===== src/rtl/usart_mp_pkg.sv =====
package usart_mp_pkg;
    localparam int DMAX  = 9;
    localparam int LEN_W = 3;

    typedef enum logic [2:0] {
        PH_IDLE,
        PH_START,
        PH_DATA,
        PH_PAR,
        PH_STOP
    } phase_t;

    // number of data bits for a length code; codes above 4 mean 9 bits
    function automatic logic [3:0] data_len(input logic [LEN_W-1:0] code);
        return (code > 3'd4) ? 4'd9 : 4'(code) + 4'd5;
    endfunction

    function automatic logic [DMAX-1:0] len_mask(input logic [LEN_W-1:0] code);
        logic [DMAX-1:0] m;
        m = '0;
        for (int i = 0; i < DMAX; i++) begin
            if (i < int'(data_len(code))) m[i] = 1'b1;
        end
        return m;
    endfunction
endpackage


===== src/rtl/usart_tx.sv =====
module usart_tx
    import usart_mp_pkg::*;
#(
    parameter int OVS = 16
) (
    input  logic                 clk,
    input  logic                 rst_n,
    input  logic                 tick,
    input  logic [LEN_W-1:0]     cfg_len,
    input  logic                 cfg_stop2,
    input  logic                 cfg_par_en,
    input  logic                 cfg_par_odd,
    input  logic [DMAX-1:0]      tx_data,
    input  logic                 tx_write,
    output logic                 tx_empty,
    output logic                 tx_done,
    output logic                 txd
);
    localparam int CW = $clog2(OVS);
    localparam logic [CW-1:0] C_LAST = CW'(OVS - 1);

    typedef struct packed {
        phase_t          ph;
        logic [CW-1:0]   cnt;
        logic [3:0]      idx;
        logic [DMAX-1:0] sh;
        logic            par;
        logic [DMAX-1:0] hold;
        logic            full;
        logic            done;
    } tx_state_t;

    tx_state_t q, n;
    logic [3:0]      last_idx;
    logic [DMAX-1:0] mask;
    logic            bit_end;

    always_comb begin
        n        = q;
        last_idx = data_len(cfg_len) - 4'd1;
        mask     = len_mask(cfg_len);
        bit_end  = tick && (q.cnt == C_LAST);
        if (q.ph == PH_IDLE) begin
            if (q.full) begin
                n.ph   = PH_START;
                n.cnt  = '0;
                n.sh   = q.hold;
                n.par  = (^q.hold) ^ cfg_par_odd;
                n.full = 1'b0;
            end
        end else if (tick) begin
            n.cnt = bit_end ? '0 : q.cnt + 1'b1;
            if (bit_end) begin
                unique case (q.ph)
                    PH_START: begin
                        n.ph  = PH_DATA;
                        n.idx = '0;
                    end
                    PH_DATA: begin
                        n.sh = q.sh >> 1;
                        if (q.idx == last_idx) begin
                            n.ph  = cfg_par_en ? PH_PAR : PH_STOP;
                            n.idx = '0;
                        end else begin
                            n.idx = q.idx + 4'd1;
                        end
                    end
                    PH_PAR: begin
                        n.ph  = PH_STOP;
                        n.idx = '0;
                    end
                    PH_STOP: begin
                        if (cfg_stop2 && q.idx == 4'd0) begin
                            n.idx = 4'd1;
                        end else if (q.full) begin
                            n.ph   = PH_START;
                            n.sh   = q.hold;
                            n.par  = (^q.hold) ^ cfg_par_odd;
                            n.full = 1'b0;
                        end else begin
                            n.ph   = PH_IDLE;
                            n.done = 1'b1;
                        end
                    end
                    default: n.ph = PH_IDLE;
                endcase
            end
        end
        if (tx_write && !q.full) begin
            n.hold = tx_data & mask;
            n.full = 1'b1;
            n.done = 1'b0;
        end
    end

    always_ff @(posedge clk or negedge rst_n) begin
        if (!rst_n) begin
            q      <= '0;
            q.ph   <= PH_IDLE;
        end else begin
            q <= n;
        end
    end

    always_comb begin
        unique case (q.ph)
            PH_START: txd = 1'b0;
            PH_DATA:  txd = q.sh[0];
            PH_PAR:   txd = q.par;
            default:  txd = 1'b1;
        endcase
    end

    assign tx_empty = !q.full;
    assign tx_done  = q.done;

    AST_LOAD_FROM_HOLD: assert property (@(posedge clk) disable iff (!rst_n)
        (q.ph == PH_IDLE && q.full) |=> (q.ph == PH_START && !q.full));
    AST_FULL_WRITE_IGNORED: assert property (@(posedge clk) disable iff (!rst_n)
        (q.full && tx_write) |=> $stable(q.hold));
    AST_DONE_ONLY_IDLE: assert property (@(posedge clk) disable iff (!rst_n)
        tx_done |-> (q.ph == PH_IDLE));
endmodule


===== src/rtl/usart_rx.sv =====
module usart_rx
    import usart_mp_pkg::*;
#(
    parameter int OVS = 16
) (
    input  logic                 clk,
    input  logic                 rst_n,
    input  logic                 tick,
    input  logic [LEN_W-1:0]     cfg_len,
    input  logic                 cfg_par_en,
    input  logic                 cfg_par_odd,
    input  logic                 rxd,
    output logic                 frm_done,
    output logic [DMAX-1:0]      frm_data,
    output logic                 frm_perr,
    output logic                 frm_ferr
);
    localparam int CW  = $clog2(OVS);
    localparam int MID = OVS / 2 + 1;
    localparam logic [CW-1:0] C_LAST = CW'(OVS - 1);
    localparam logic [CW-1:0] C_MID  = CW'(MID);
    localparam logic [CW-1:0] C_SA   = CW'(MID - 2);
    localparam logic [CW-1:0] C_SB   = CW'(MID - 1);

    typedef struct packed {
        logic            s1;
        logic            s2;
        phase_t          ph;
        logic [CW-1:0]   cnt;
        logic [3:0]      idx;
        logic [DMAX-1:0] sh;
        logic            acc;
        logic            sa;
        logic            sb;
        logic            done;
        logic            perr;
        logic            ferr;
    } rx_state_t;

    rx_state_t q, n;
    logic       line;
    logic       vote;
    logic [3:0] last_idx;

    always_comb begin
        n        = q;
        n.done   = 1'b0;
        n.s1     = rxd;
        n.s2     = q.s1;
        line     = q.s2;
        last_idx = data_len(cfg_len) - 4'd1;
        vote     = (q.sa & q.sb) | (q.sa & line) | (q.sb & line);
        if (tick) begin
            if (q.ph == PH_IDLE) begin
                if (!line) begin
                    n.ph   = PH_START;
                    n.cnt  = CW'(1);
                    n.sh   = '0;
                    n.acc  = 1'b0;
                    n.perr = 1'b0;
                    n.ferr = 1'b0;
                end
            end else begin
                n.cnt = (q.cnt == C_LAST) ? '0 : q.cnt + 1'b1;
                if (q.cnt == C_SA) n.sa = line;
                if (q.cnt == C_SB) n.sb = line;
                if (q.cnt == C_MID) begin
                    unique case (q.ph)
                        PH_START: if (vote) n.ph = PH_IDLE;
                        PH_DATA: begin
                            n.sh[q.idx] = vote;
                            n.acc       = q.acc ^ vote;
                        end
                        PH_PAR:  n.perr = q.acc ^ vote ^ cfg_par_odd;
                        PH_STOP: begin
                            n.done = 1'b1;
                            n.ferr = !vote;
                            n.ph   = PH_IDLE;
                        end
                        default: n.ph = PH_IDLE;
                    endcase
                end
                if (q.cnt == C_LAST) begin
                    unique case (q.ph)
                        PH_START: begin
                            n.ph  = PH_DATA;
                            n.idx = '0;
                        end
                        PH_DATA: begin
                            if (q.idx == last_idx) begin
                                n.ph  = cfg_par_en ? PH_PAR : PH_STOP;
                                n.idx = '0;
                            end else begin
                                n.idx = q.idx + 4'd1;
                            end
                        end
                        PH_PAR:  n.ph = PH_STOP;
                        default: n.ph = q.ph;
                    endcase
                end
            end
        end
    end

    always_ff @(posedge clk or negedge rst_n) begin
        if (!rst_n) begin
            q    <= '0;
            q.s1 <= 1'b1;
            q.s2 <= 1'b1;
            q.sa <= 1'b1;
            q.sb <= 1'b1;
            q.ph <= PH_IDLE;
        end else begin
            q <= n;
        end
    end

    assign frm_done = q.done;
    assign frm_data = q.sh;
    assign frm_perr = q.perr;
    assign frm_ferr = q.ferr;

    AST_FALSE_START_IDLE: assert property (@(posedge clk) disable iff (!rst_n)
        (q.ph == PH_START && tick && q.cnt == C_MID && q.sa && q.sb) |=> (q.ph == PH_IDLE));
    AST_MAJORITY_ONE: assert property (@(posedge clk) disable iff (!rst_n)
        (q.ph == PH_DATA && tick && q.cnt == C_MID && q.sa && q.sb) |=> q.sh[$past(q.idx)]);
    AST_DONE_SINGLE: assert property (@(posedge clk) disable iff (!rst_n)
        frm_done |=> !frm_done);
endmodule


===== src/rtl/usart_rx_hold.sv =====
module usart_rx_hold
    import usart_mp_pkg::*;
(
    input  logic                 clk,
    input  logic                 rst_n,
    input  logic [LEN_W-1:0]     cfg_len,
    input  logic                 cfg_mp_en,
    input  logic [DMAX-2:0]      cfg_addr,
    input  logic                 frm_done,
    input  logic [DMAX-1:0]      frm_data,
    input  logic                 frm_perr,
    input  logic                 frm_ferr,
    input  logic                 rx_read,
    output logic [DMAX-1:0]      rx_data,
    output logic                 rx_valid,
    output logic                 rx_perr,
    output logic                 rx_ferr,
    output logic                 rx_ovr
);
    typedef struct packed {
        logic [DMAX-1:0] data;
        logic            valid;
        logic            perr;
        logic            ferr;
        logic            ovr;
        logic            picked;
    } hold_state_t;

    hold_state_t     q, n;
    logic [3:0]      top;
    logic [DMAX-1:0] amask;
    logic            is_addr;
    logic            match;
    logic            held;
    logic            accept;

    always_comb begin
        n       = q;
        top     = data_len(cfg_len) - 4'd1;
        amask   = len_mask(cfg_len) >> 1;
        is_addr = cfg_mp_en && frm_data[top];
        match   = ((frm_data ^ {1'b0, cfg_addr}) & amask) == '0;
        held    = q.valid && !rx_read;
        accept  = !cfg_mp_en || is_addr || q.picked;
        if (!cfg_mp_en) n.picked = 1'b0;
        if (rx_read) begin
            n.valid = 1'b0;
            n.perr  = 1'b0;
            n.ferr  = 1'b0;
            n.ovr   = 1'b0;
        end
        if (frm_done) begin
            if (is_addr) n.picked = match;
            if (accept) begin
                if (held) begin
                    n.ovr = 1'b1;
                end else begin
                    n.data  = frm_data;
                    n.perr  = frm_perr;
                    n.ferr  = frm_ferr;
                    n.ovr   = 1'b0;
                    n.valid = 1'b1;
                end
            end
        end
    end

    always_ff @(posedge clk or negedge rst_n) begin
        if (!rst_n) q <= '0;
        else        q <= n;
    end

    assign rx_data  = q.data;
    assign rx_valid = q.valid;
    assign rx_perr  = q.perr;
    assign rx_ferr  = q.ferr;
    assign rx_ovr   = q.ovr;

    AST_READ_CLEARS: assert property (@(posedge clk) disable iff (!rst_n)
        (rx_read && !frm_done) |=> (!rx_valid && !rx_ovr && !rx_perr && !rx_ferr));
    AST_UNADDRESSED_DROP: assert property (@(posedge clk) disable iff (!rst_n)
        (frm_done && cfg_mp_en && !is_addr && !q.picked && !rx_read)
            |=> ($stable(rx_valid) && $stable(rx_data)));
    AST_OVR_KEEPS_DATA: assert property (@(posedge clk) disable iff (!rst_n)
        (frm_done && !cfg_mp_en && rx_valid && !rx_read) |=> (rx_ovr && $stable(rx_data)));
endmodule


===== src/rtl/usart_mp_core.sv =====
module usart_mp_core
    import usart_mp_pkg::*;
#(
    parameter int OVS = 16
) (
    input  logic        clk,
    input  logic        rst_n,
    input  logic        tick,
    input  logic [2:0]  cfg_len,
    input  logic        cfg_stop2,
    input  logic        cfg_par_en,
    input  logic        cfg_par_odd,
    input  logic        cfg_mp_en,
    input  logic [7:0]  cfg_addr,
    input  logic [8:0]  tx_data,
    input  logic        tx_write,
    output logic        tx_empty,
    output logic        tx_done,
    output logic        txd,
    input  logic        rxd,
    input  logic        rx_read,
    output logic [8:0]  rx_data,
    output logic        rx_valid,
    output logic        rx_perr,
    output logic        rx_ferr,
    output logic        rx_ovr
);
    logic            frm_done;
    logic [DMAX-1:0] frm_data;
    logic            frm_perr;
    logic            frm_ferr;

    usart_tx #(.OVS(OVS)) u_tx (
        .clk        (clk),
        .rst_n      (rst_n),
        .tick       (tick),
        .cfg_len    (cfg_len),
        .cfg_stop2  (cfg_stop2),
        .cfg_par_en (cfg_par_en),
        .cfg_par_odd(cfg_par_odd),
        .tx_data    (tx_data),
        .tx_write   (tx_write),
        .tx_empty   (tx_empty),
        .tx_done    (tx_done),
        .txd        (txd)
    );

    usart_rx #(.OVS(OVS)) u_rx (
        .clk        (clk),
        .rst_n      (rst_n),
        .tick       (tick),
        .cfg_len    (cfg_len),
        .cfg_par_en (cfg_par_en),
        .cfg_par_odd(cfg_par_odd),
        .rxd        (rxd),
        .frm_done   (frm_done),
        .frm_data   (frm_data),
        .frm_perr   (frm_perr),
        .frm_ferr   (frm_ferr)
    );

    usart_rx_hold u_hold (
        .clk       (clk),
        .rst_n     (rst_n),
        .cfg_len   (cfg_len),
        .cfg_mp_en (cfg_mp_en),
        .cfg_addr  (cfg_addr),
        .frm_done  (frm_done),
        .frm_data  (frm_data),
        .frm_perr  (frm_perr),
        .frm_ferr  (frm_ferr),
        .rx_read   (rx_read),
        .rx_data   (rx_data),
        .rx_valid  (rx_valid),
        .rx_perr   (rx_perr),
        .rx_ferr   (rx_ferr),
        .rx_ovr    (rx_ovr)
    );

    AST_TX_IDLE_LINE: assert property (@(posedge clk) disable iff (!rst_n)
        tx_done |-> txd);
endmodule


===== config.mk =====
export PLATFORM = sky130hd
export DESIGN_NAME = usart_mp_core
export DESIGN_NICKNAME = d
export VERILOG_FILES = /design/src/rtl/usart_mp_pkg.sv /design/src/rtl/usart_tx.sv /design/src/rtl/usart_rx.sv /design/src/rtl/usart_rx_hold.sv /design/src/rtl/usart_mp_core.sv
export SDC_FILE = /design/constraint.sdc
export NUM_CORES = 1
export LEC_CHECK = 0
export CORE_UTILIZATION = 53
export CTS_BUF_LIST = sky130_fd_sc_hd__clkbuf_8
export DETAILED_ROUTE_END_ITERATION = 6
export PLACE_DENSITY = 0.86
export SYNTH_ARGS = -nofsm -noshare
export SYNTH_HDL_FRONTEND = slang
export SYNTH_SLANG_ARGS = --single-unit

===== constraint.sdc =====
create_clock -name clk -period 2.2 [get_ports clk]
set_input_delay 0.33 -clock clk [delete_from_list [all_inputs] [get_ports clk]]
set_output_delay 0.33 -clock clk [all_outputs]
set_load 0.03 [all_outputs]

==> results by group, run 1 <==
Place
  • Post-detailed-placement cell area: around 5400 sq um
  • Count of input and output buffers: between 40 and 50
  • Detailed Place HPWL: ~8000 microns
  • Worst setup slack after placement: -1.15 ns
  • Routability congestion estimate from global placement: ~0.85

Floorplanning
  • Floorplan die area: around 9000 sq um
  • Starting utilization of the core area: 55.1%
  • Core box area: approximately 8300 sq um
  • I/O pin count: between 40 and 50
  • Row count: 33
  • Die Wd: 94.9 microns
  • Height of the die: roughly 95 microns

Synthesis
  • Number of flops mapped to enable cells by yosys: 0
  • Synth cell types: 56
  • Post-synthesis sequential area ratio: about two fifths
  • Number of nets in the synthesized netlist: about 540
  • Area share of the largest cell type after synthesis: between 30% and 40%
  • Synthesized area divided by synthesized cell count: about 9.3 sq um
  • Asr flop ratio synth: 100%
  • Main area contributors after synthesis: sky130_fd_sc_hd__dfrtp_1 (38%), sky130_fd_sc_hd__nand2_1 (5.3%), sky130_fd_sc_hd__a22o_1 (5.2%)
  • Post-Synthesis Cell Area: 4570 sq um
  • Count of yosys warnings during synthesis: 0
  • Cell type with the highest aggregate area in the netlist: sky130_fd_sc_hd__dfrtp_1
  • Post-synthesis sequential element count: 74
  • Number of instances in the synthesized netlist: 490
  • Dominant register cell in the synthesized netlist: sky130_fd_sc_hd__dfrtp_1

Timing
  • Final setup violation count: 17
  • Highest clock rate: ~400 MHz
  • Clock period minus final worst setup slack: around 2.5 ns
  • Final hold violations: 0
  • PnR worst setup slack: -0.318 ns
  • RSZ-0062 raised after global routing: yes
  • Worst-margin pin slew: 0.673 ns
  • Period utilization: 114%
  • Worst clock skew on the final layout: 0.0109 ns
  • Worst relative slew slack: 54.0%
  • Final Max Slew Viols: 0

Clock tree
  • Buffer levels on the longest clock path: 2
  • Root buf cell: sky130_fd_sc_hd__clkbuf_8
  • Number of buffers created by CTS: 9
  • CTS tree: done
  • Total clock sinks: 74
  • Clock-pin slew on the worst setup and hold paths: ~0.080 ns
  • Clock latency reported for the late side of the worst-skew pair: around 0.36 ns
  • H-Tree Level Count: 3

Worst setup path
  • Slowest library cell on the worst path: sky130_fd_sc_hd__a2111oi_0
  • Cell type with the highest occurrence count on the critical path: sky130_fd_sc_hd__buf_4
  • Category of cells accounting for the largest share of critical-path delay: compound AO/OA/AOI/OAI gates
  • Worst-path cell chain: buf_8 -> buf_4 -> ha_1 -> buf_4 -> nand4b_1 -> a21oi_1 -> a2111oi_0 -> a32o_2 -> o211a_4 -> mux2_4
  • Data required time of the critical path: approximately 2.5 ns
  • WP buf/inv: 3
  • Critical path's largest stage delay: approximately 0.64 ns
  • Crit start category: input pin
  • Critical path start-end classification: input pin to register
  • CP arrival: 2.77 ns
  • Crit path max fanout: 12
  • Kind of end point of the critical path: register

Final layout
  • Antenna diodes: 0
  • Footprint of the multi-input gates: 2650 sq um
  • Layout area overhead: 27.3%
  • Fill cells: roughly 580
  • Flip-flop and latch area: between 1500 and 2000 sq um
  • NumNets Final: between 600 and 700
  • Final instance area: a little under 6000 sq um
  • Layout cell share with drive strength beyond 1: 21.2%

Drt
  • Average vias per placed instance: roughly 6.0
  • Routed wire per std cell: roughly 18 microns
  • Drt initial violations: about 290
  • Vias post-DR: between 4000 and 5000
  • Total wire length after detailed routing: 12100 microns
  • DRC errors left: 0
  • Remaining antenna violation count after routing: 0
  • Number of optimization iterations in the first detailed-route pass: 5

Power
  • Peak ir drop on the vdd network: approximately 0.48 mV
  • Power per standard cell area: just over 800 nW/um^2
  • Leak: 2.68 nW

Min path
  • Class of the most critical hold timing path: register to register

Flow run
  • Count of maximum capacitance violations: 0

Global route
  • Total Routing Usage GR: about 28%
  • Wire length of the first global-routing pass: slightly below 20000 microns
  • GRT overflow: 0
  • Maximum number of pins on one net before global-route repair: 28
  • Number of global-route vias before repair: approximately 4000
  • Initial antenna violation count: 0

Status
  • Status: finished with violations
  • Violations in the final reports: negative setup slack
[registers in the layout (all words and copies together) (netlist names)]
register	count
u_hold.rx_valid	1
u_hold.rx_ovr	1
u_rx.q	14
u_hold.rx_ferr	1
u_rx.frm_ferr	1
u_rx.frm_done	1
u_rx.line	1
u_hold.rx_data	9
u_rx.n	1
u_rx.frm_data	9
u_hold.q	1
u_tx.tx_done	1
u_tx.q	31
u_rx.frm_perr	1
u_hold.rx_perr	1
[repair_timing]
item | 4_1_cts | 5_1_grt
gates resized for setup | 23 | 20
buffers inserted | 4 | 5
hold endpoints to repair | 21 | 0
pin swaps | 9 | 14
hold buffers | 1 | 0
endpoints found under the setup margin | 29 | 20
gates cloned | 1 | 0
[cells by family (layout without fill, tap and decap cells)]
kind of cell | count (synthesis) | in the layout | synth area share (%)
adder cells (fa/ha/maj) | 17 | 17 | 4.60
flip-flops | 74 | 74 | 40.6
XOR/XNOR | 29 | 29 | 5.56
AO/OA/AOI/OAI | 135 | 136 | 20.8
multiplexers | 19 | 19 | 5.31
buffers and inverters | 47 | 131 | 4.96
AND/OR/NAND/NOR | 169 | 169 | 18.2
[final timing paths]
kind                       slack, ns                    from                             to  cells after the start
min in group asynchronous       0.47                   rst_n         u_tx.q[18]$_DFFE_PN0P_                      2
setup reg to reg                0.09  u_tx.q[21]$_DFFE_PN0P_         u_tx.q[20]$_DFFE_PN0P_                      7
setup / recovery               -0.32              cfg_len[0]  u_hold.rx_data[8]$_DFFE_PN0P_                     10
hold reg to reg                 0.36    u_rx.n[26]$_DFF_PN1_            u_rx.line$_DFF_PN1_                      0
max in group asynchronous       0.97                   rst_n  u_hold.rx_data[4]$_DFFE_PN0P_                      4
hold / removal                  0.36    u_rx.n[26]$_DFF_PN1_            u_rx.line$_DFF_PN1_                      0
[power breakdown]
part | internal, mW | total (mW) | switching (mW)
combinational | 0.806 | 1.62 | 0.817
clock | 0.638 | 1.18 | 0.542
sequential | 1.66 | 1.99 | 0.327
[metal layers]
layer  GRT usage (%)  up-vias  part of all wire [%]
met5               0        -                     0
met1            34.0     2022                    41
li1                -     1900                     -
met3            5.39       31                   5.9
met2            47.5      160                    50
met4            13.4        0                   2.4
[cells in the final DEF, fill, tap and decap left out, types with 9 or more instances in the layout]
cell,n
sky130_fd_sc_hd__dfrtp_1,68
sky130_fd_sc_hd__nand2_1,63
sky130_fd_sc_hd__buf_4,48
sky130_fd_sc_hd__clkdlybuf4s50_1,40
sky130_fd_sc_hd__a21oi_1,27
sky130_fd_sc_hd__a22o_1,27
sky130_fd_sc_hd__o21ai_0,26
sky130_fd_sc_hd__nand3_1,20
sky130_fd_sc_hd__nor2_1,19
sky130_fd_sc_hd__xnor2_1,17
sky130_fd_sc_hd__inv_1,14
sky130_fd_sc_hd__nor2b_1,12
sky130_fd_sc_hd__ha_1,12
sky130_fd_sc_hd__nand2b_1,11
sky130_fd_sc_hd__mux2_4,11
sky130_fd_sc_hd__a21o_1,11
sky130_fd_sc_hd__nor3_1,11
sky130_fd_sc_hd__xor2_1,9
sky130_fd_sc_hd__clkbuf_8,9
[layout make-up]
type,instances,share of cell area [%]
repair buffers,99,15.3
flip-flops and latches,74,32.0
multi-input cells,370,45.6
clock inverters,7,1.61
well taps,105,2.26
inverters,16,1.16
clock buffers,9,2.13
[metrics by stage]
step	instances	hold slack (ns)	utilization [%]	power, mW	TNS [ns]
6_report	680	0.360	70.1	4.79	-3.90
5_1_grt	680	0.350	70.1	5.08	-5.60
4_1_cts	676	0.363	68.6	4.72	-3.24
3_5_place_dp	654	0.321	64.9	3.52	-25.74
3_3_place_gp	654	0.319	64.9	3.44	-22.66
2_1_floorplan	490	0.0344	-	3.05	-11.70
[Yosys cell counts, drive strengths merged, types with 2 or more instances]
library cell,number
nor2b,12
and3,6
o211ai,6
a31oi,3
o21bai,3
a21boi,3
o22a,2
clkbuf,18
a22o,27
inv,16
and2,2
a21o,11
nor2,20
nand3,21
o22ai,2
a221oi,3
nor3,11
a32o,4
mux2i,4
dfstp,4
a31o,2
a21oi,28
xor2,11
mux2,15
o31ai,4
dfrtp,70
buf,13
xnor2,18
ha,16
o211a,2
nand3b,3
o21ai,30
nand4,5
nand2,65
or3,4
nand2b,12
[worst register-to-register path, stage by stage, from the launching register on]
cell	delay, ns
sky130_fd_sc_hd__dfrtp_1	0.40
sky130_fd_sc_hd__inv_1	0.11
sky130_fd_sc_hd__ha_1	0.23
sky130_fd_sc_hd__nor4bb_1	0.14
sky130_fd_sc_hd__o21a_1	0.21
sky130_fd_sc_hd__o22a_1	0.18
sky130_fd_sc_hd__nor2_1	0.49
sky130_fd_sc_hd__a32o_1	0.29
Power figures use the tool's default switching activity.
==> run 2, diff against run 1 <==
CAP_MARGIN = 15   (was not set)
CORE_MARGIN = 3   (was not set)
CTS_CLUSTER_DIAMETER = 120   (was not set)
==> run 2 against run 1 <==
Against the previous run: clock power decreased by 20%; non-clock buffer count down 3; the run still ends with negative setup slack left; cell count fell by 0.44%; power down 5.8%; largest cell class unchanged; routed wire length down 4.9%.
==> results by group, run 2 (synthesized netlist as in run 1, its figures left out) <==
Power
  • Power per standard cell area: 790 nW/um^2 (-4.1%)
  • Peak ir drop on the vdd network: 0.521 mV (+9.4%)
  • Leak: 2.63 nW (-1.7%)

Floorplanning
  • Die Wd: 98.9 microns (+4.2%)
  • Row count: 33 (unchanged)
  • Floorplan die area: 9770 sq um (+8.6%)
  • I/O pin count: 46 (unchanged)
  • Starting utilization of the core area: 55.1% (unchanged)
  • Core box area: 8300 sq um (unchanged)
  • Height of the die: 98.9 microns (+4.2%)

Clock tree
  • Clock latency reported for the late side of the worst-skew pair: 0.36 ns (about the same)
  • Root buf cell: sky130_fd_sc_hd__clkbuf_8
  • Number of buffers created by CTS: 9 (unchanged)
  • Clock-pin slew on the worst setup and hold paths: 0.08 ns (about the same)
  • CTS tree: done
  • Buffer levels on the longest clock path: 2 (unchanged)
  • H-Tree Level Count: 3 (unchanged)
  • Total clock sinks: 74 (unchanged)

Place
  • Detailed Place HPWL: 8150 microns (-0.46%)
  • Routability congestion estimate from global placement: 0.880 (+3.1%)
  • Count of input and output buffers: 45 (unchanged)
  • Worst setup slack after placement: -1.13 ns (+0.0237 ns)
  • Placed Cells incl. Taps: 653 (-0.15%)

Final layout
  • Fin util: 68.9% (-1.2 points)
  • Footprint of the multi-input gates: 2620 sq um (-1.2%)
  • Flip-flop and latch area: 1860 sq um (unchanged)
  • Post-route non-filler standard cell count: 677 (-0.44%)
  • NumNets Final: 613 (-0.49%)
  • Layout cell share with drive strength beyond 1: 20.1% (-1.1 points)
  • Biggest register: u_tx.q
  • Commonest non-fill, non-tap cell in the layout: sky130_fd_sc_hd__dfrtp_1
  • Layout area overhead: 25.1%
  • Largest registers: u_tx.q (31), u_rx.q (14)
  • Max reg flops: 31 (unchanged)
  • Fill cells: 600 (+2.7%)
  • Antenna diodes: 0 (unchanged)
  • Top library cells by usage in the layout, fill and taps aside: sky130_fd_sc_hd__dfrtp_1 (68), sky130_fd_sc_hd__nand2_1 (63), sky130_fd_sc_hd__buf_4 (44)

Drt
  • Vias post-DR: 4060 (-1.3%)
  • DRC errors left: 0 (unchanged)
  • Drt initial violations: 202 (-31%)
  • Number of optimization iterations in the first detailed-route pass: 5 (unchanged)
  • Average vias per placed instance: 6.00 (-0.85%)
  • Routed wire per std cell: 16.9 microns (-4.4%)
  • Total wire length after detailed routing: 11500 microns (-4.9%)
  • Remaining antenna violation count after routing: 0 (unchanged)

Worst setup path
  • Data required time of the critical path: 2.45 ns (about the same)
  • CP arrival: 2.72 ns (-0.05 ns)
  • Crit path max fanout: 6 (-6)
  • Kind of end point of the critical path: register
  • Critical path start-end classification: input pin to register
  • Crit start category: input pin

Timing
  • Worst relative slew slack: 60.2% (+6.3 points)
  • RSZ-0062 raised after global routing: yes
  • Final setup violation count: 17 (unchanged)
  • Final hold violations: 0 (unchanged)
  • PnR worst setup slack: -0.278 ns (+0.0404 ns)
  • Worst slack on hold paths: 0.366 ns (+0.00606 ns)
  • Clock period minus final worst setup slack: 2.48 ns (-0.0404 ns)
  • Worst clock skew on the final layout: 0.0131 ns (+0.00219 ns)
  • Period utilization: 113% (-1.8 points)
  • Worst-margin pin slew: 0.594 ns (-0.0786 ns)
  • Final Max Slew Viols: 0 (unchanged)
  • Highest clock rate: 404 MHz (+1.6%)

Global route
  • Maximum number of pins on one net before global-route repair: 75 (+170%)
  • Initial antenna violation count: 0 (unchanged)
  • Total Routing Usage GR: 24.1% (-3.8 points)
  • Wire length of the first global-routing pass: 19200 microns (-0.82%)
  • GRT overflow: 0 (unchanged)
  • Number of global-route vias before repair: 4159 (+3.4%)

Min path
  • Class of the most critical hold timing path: register to register

Status
  • Status: finished with violations
  • Violations in the final reports: negative setup slack

Flow run
  • Count of maximum capacitance violations: 0 (unchanged)
## run 2: report_power, final
| group | internal (mW) | switching [mW] | total (mW) |
|---|---|---|---|
| clock | 0.407 | 0.535 | 0.942 |
| combinational | 0.801 | 0.794 | 1.60 |
| sequential | 1.66 | 0.317 | 1.98 |
## run 2: final cells by class
class | count | share of cell area, %
sequential | 74 | 32.5
multi-input combinational | 370 | 45.9
clock buffer | 9 | 2.17
inverter | 16 | 1.18
tap | 105 | 2.30
clock inverter | 7 | 0.810
timing repair buffer | 96 | 15.1
## run 2: layer usage
metal	track usage, %	wire length, microns
met5	0	0
met4	8.61	236
met3	5.59	497
met2	42.4	5990
met1	28.9	4750
## run 2: worst max-delay path, stage by stage
cell and delay [ns]:
sky130_fd_sc_hd__buf_6 0.10, sky130_fd_sc_hd__inv_4 0.04, sky130_fd_sc_hd__ha_4 0.12, sky130_fd_sc_hd__nand2b_4 0.15, sky130_fd_sc_hd__nand2_4 0.08, sky130_fd_sc_hd__inv_4 0.07
sky130_fd_sc_hd__ha_4 0.13, sky130_fd_sc_hd__or3b_4 0.38, sky130_fd_sc_hd__o211ai_4 0.10, sky130_fd_sc_hd__mux2_4 0.32, sky130_fd_sc_hd__a32o_2 0.28, sky130_fd_sc_hd__o211a_4 0.31
sky130_fd_sc_hd__mux2_4 0.31
## run 2: repair_timing
action                     in CTS  in global routing
setup buffers                   2                  4
gates resized for setup        20                 15
hold endpoints to repair        4                  0
gates cloned                    1                  0
setup endpoints to repair      29                 24
hold buffers                    1                  0
pin swaps                       6                 11
## run 2: path summary, 6_finish.rpt
path                       slack (ns)                        to  depth (start not counted)              startpoint
min in group asynchronous        0.52    u_tx.q[18]$_DFFE_PN0P_                          3                   rst_n
hold reg to reg                  0.37       u_rx.line$_DFF_PN1_                          0    u_rx.n[26]$_DFF_PN1_
setup / recovery                -0.28  u_hold.rx_perr$_DFF_PN0_                         13              cfg_len[1]
setup reg to reg                 0.16    u_rx.q[17]$_DFFE_PN0P_                          6  u_rx.q[19]$_DFFE_PN0P_
hold / removal                   0.37       u_rx.line$_DFF_PN1_                          0    u_rx.n[26]$_DFF_PN1_
max in group asynchronous        1.33     u_rx.q[3]$_DFFE_PN1P_                          3                   rst_n
## run 2: metrics by stage
stage               power [mW]  setup TNS [ns]  area [sq um]
floorplan                 3.05          -11.70          4670
global placement          3.43          -22.97          5380
detailed placement        3.51          -25.06          5380
CTS                       4.47           -2.81          5620
global route              4.81           -4.68          5720
finish                    4.52           -3.35          5720
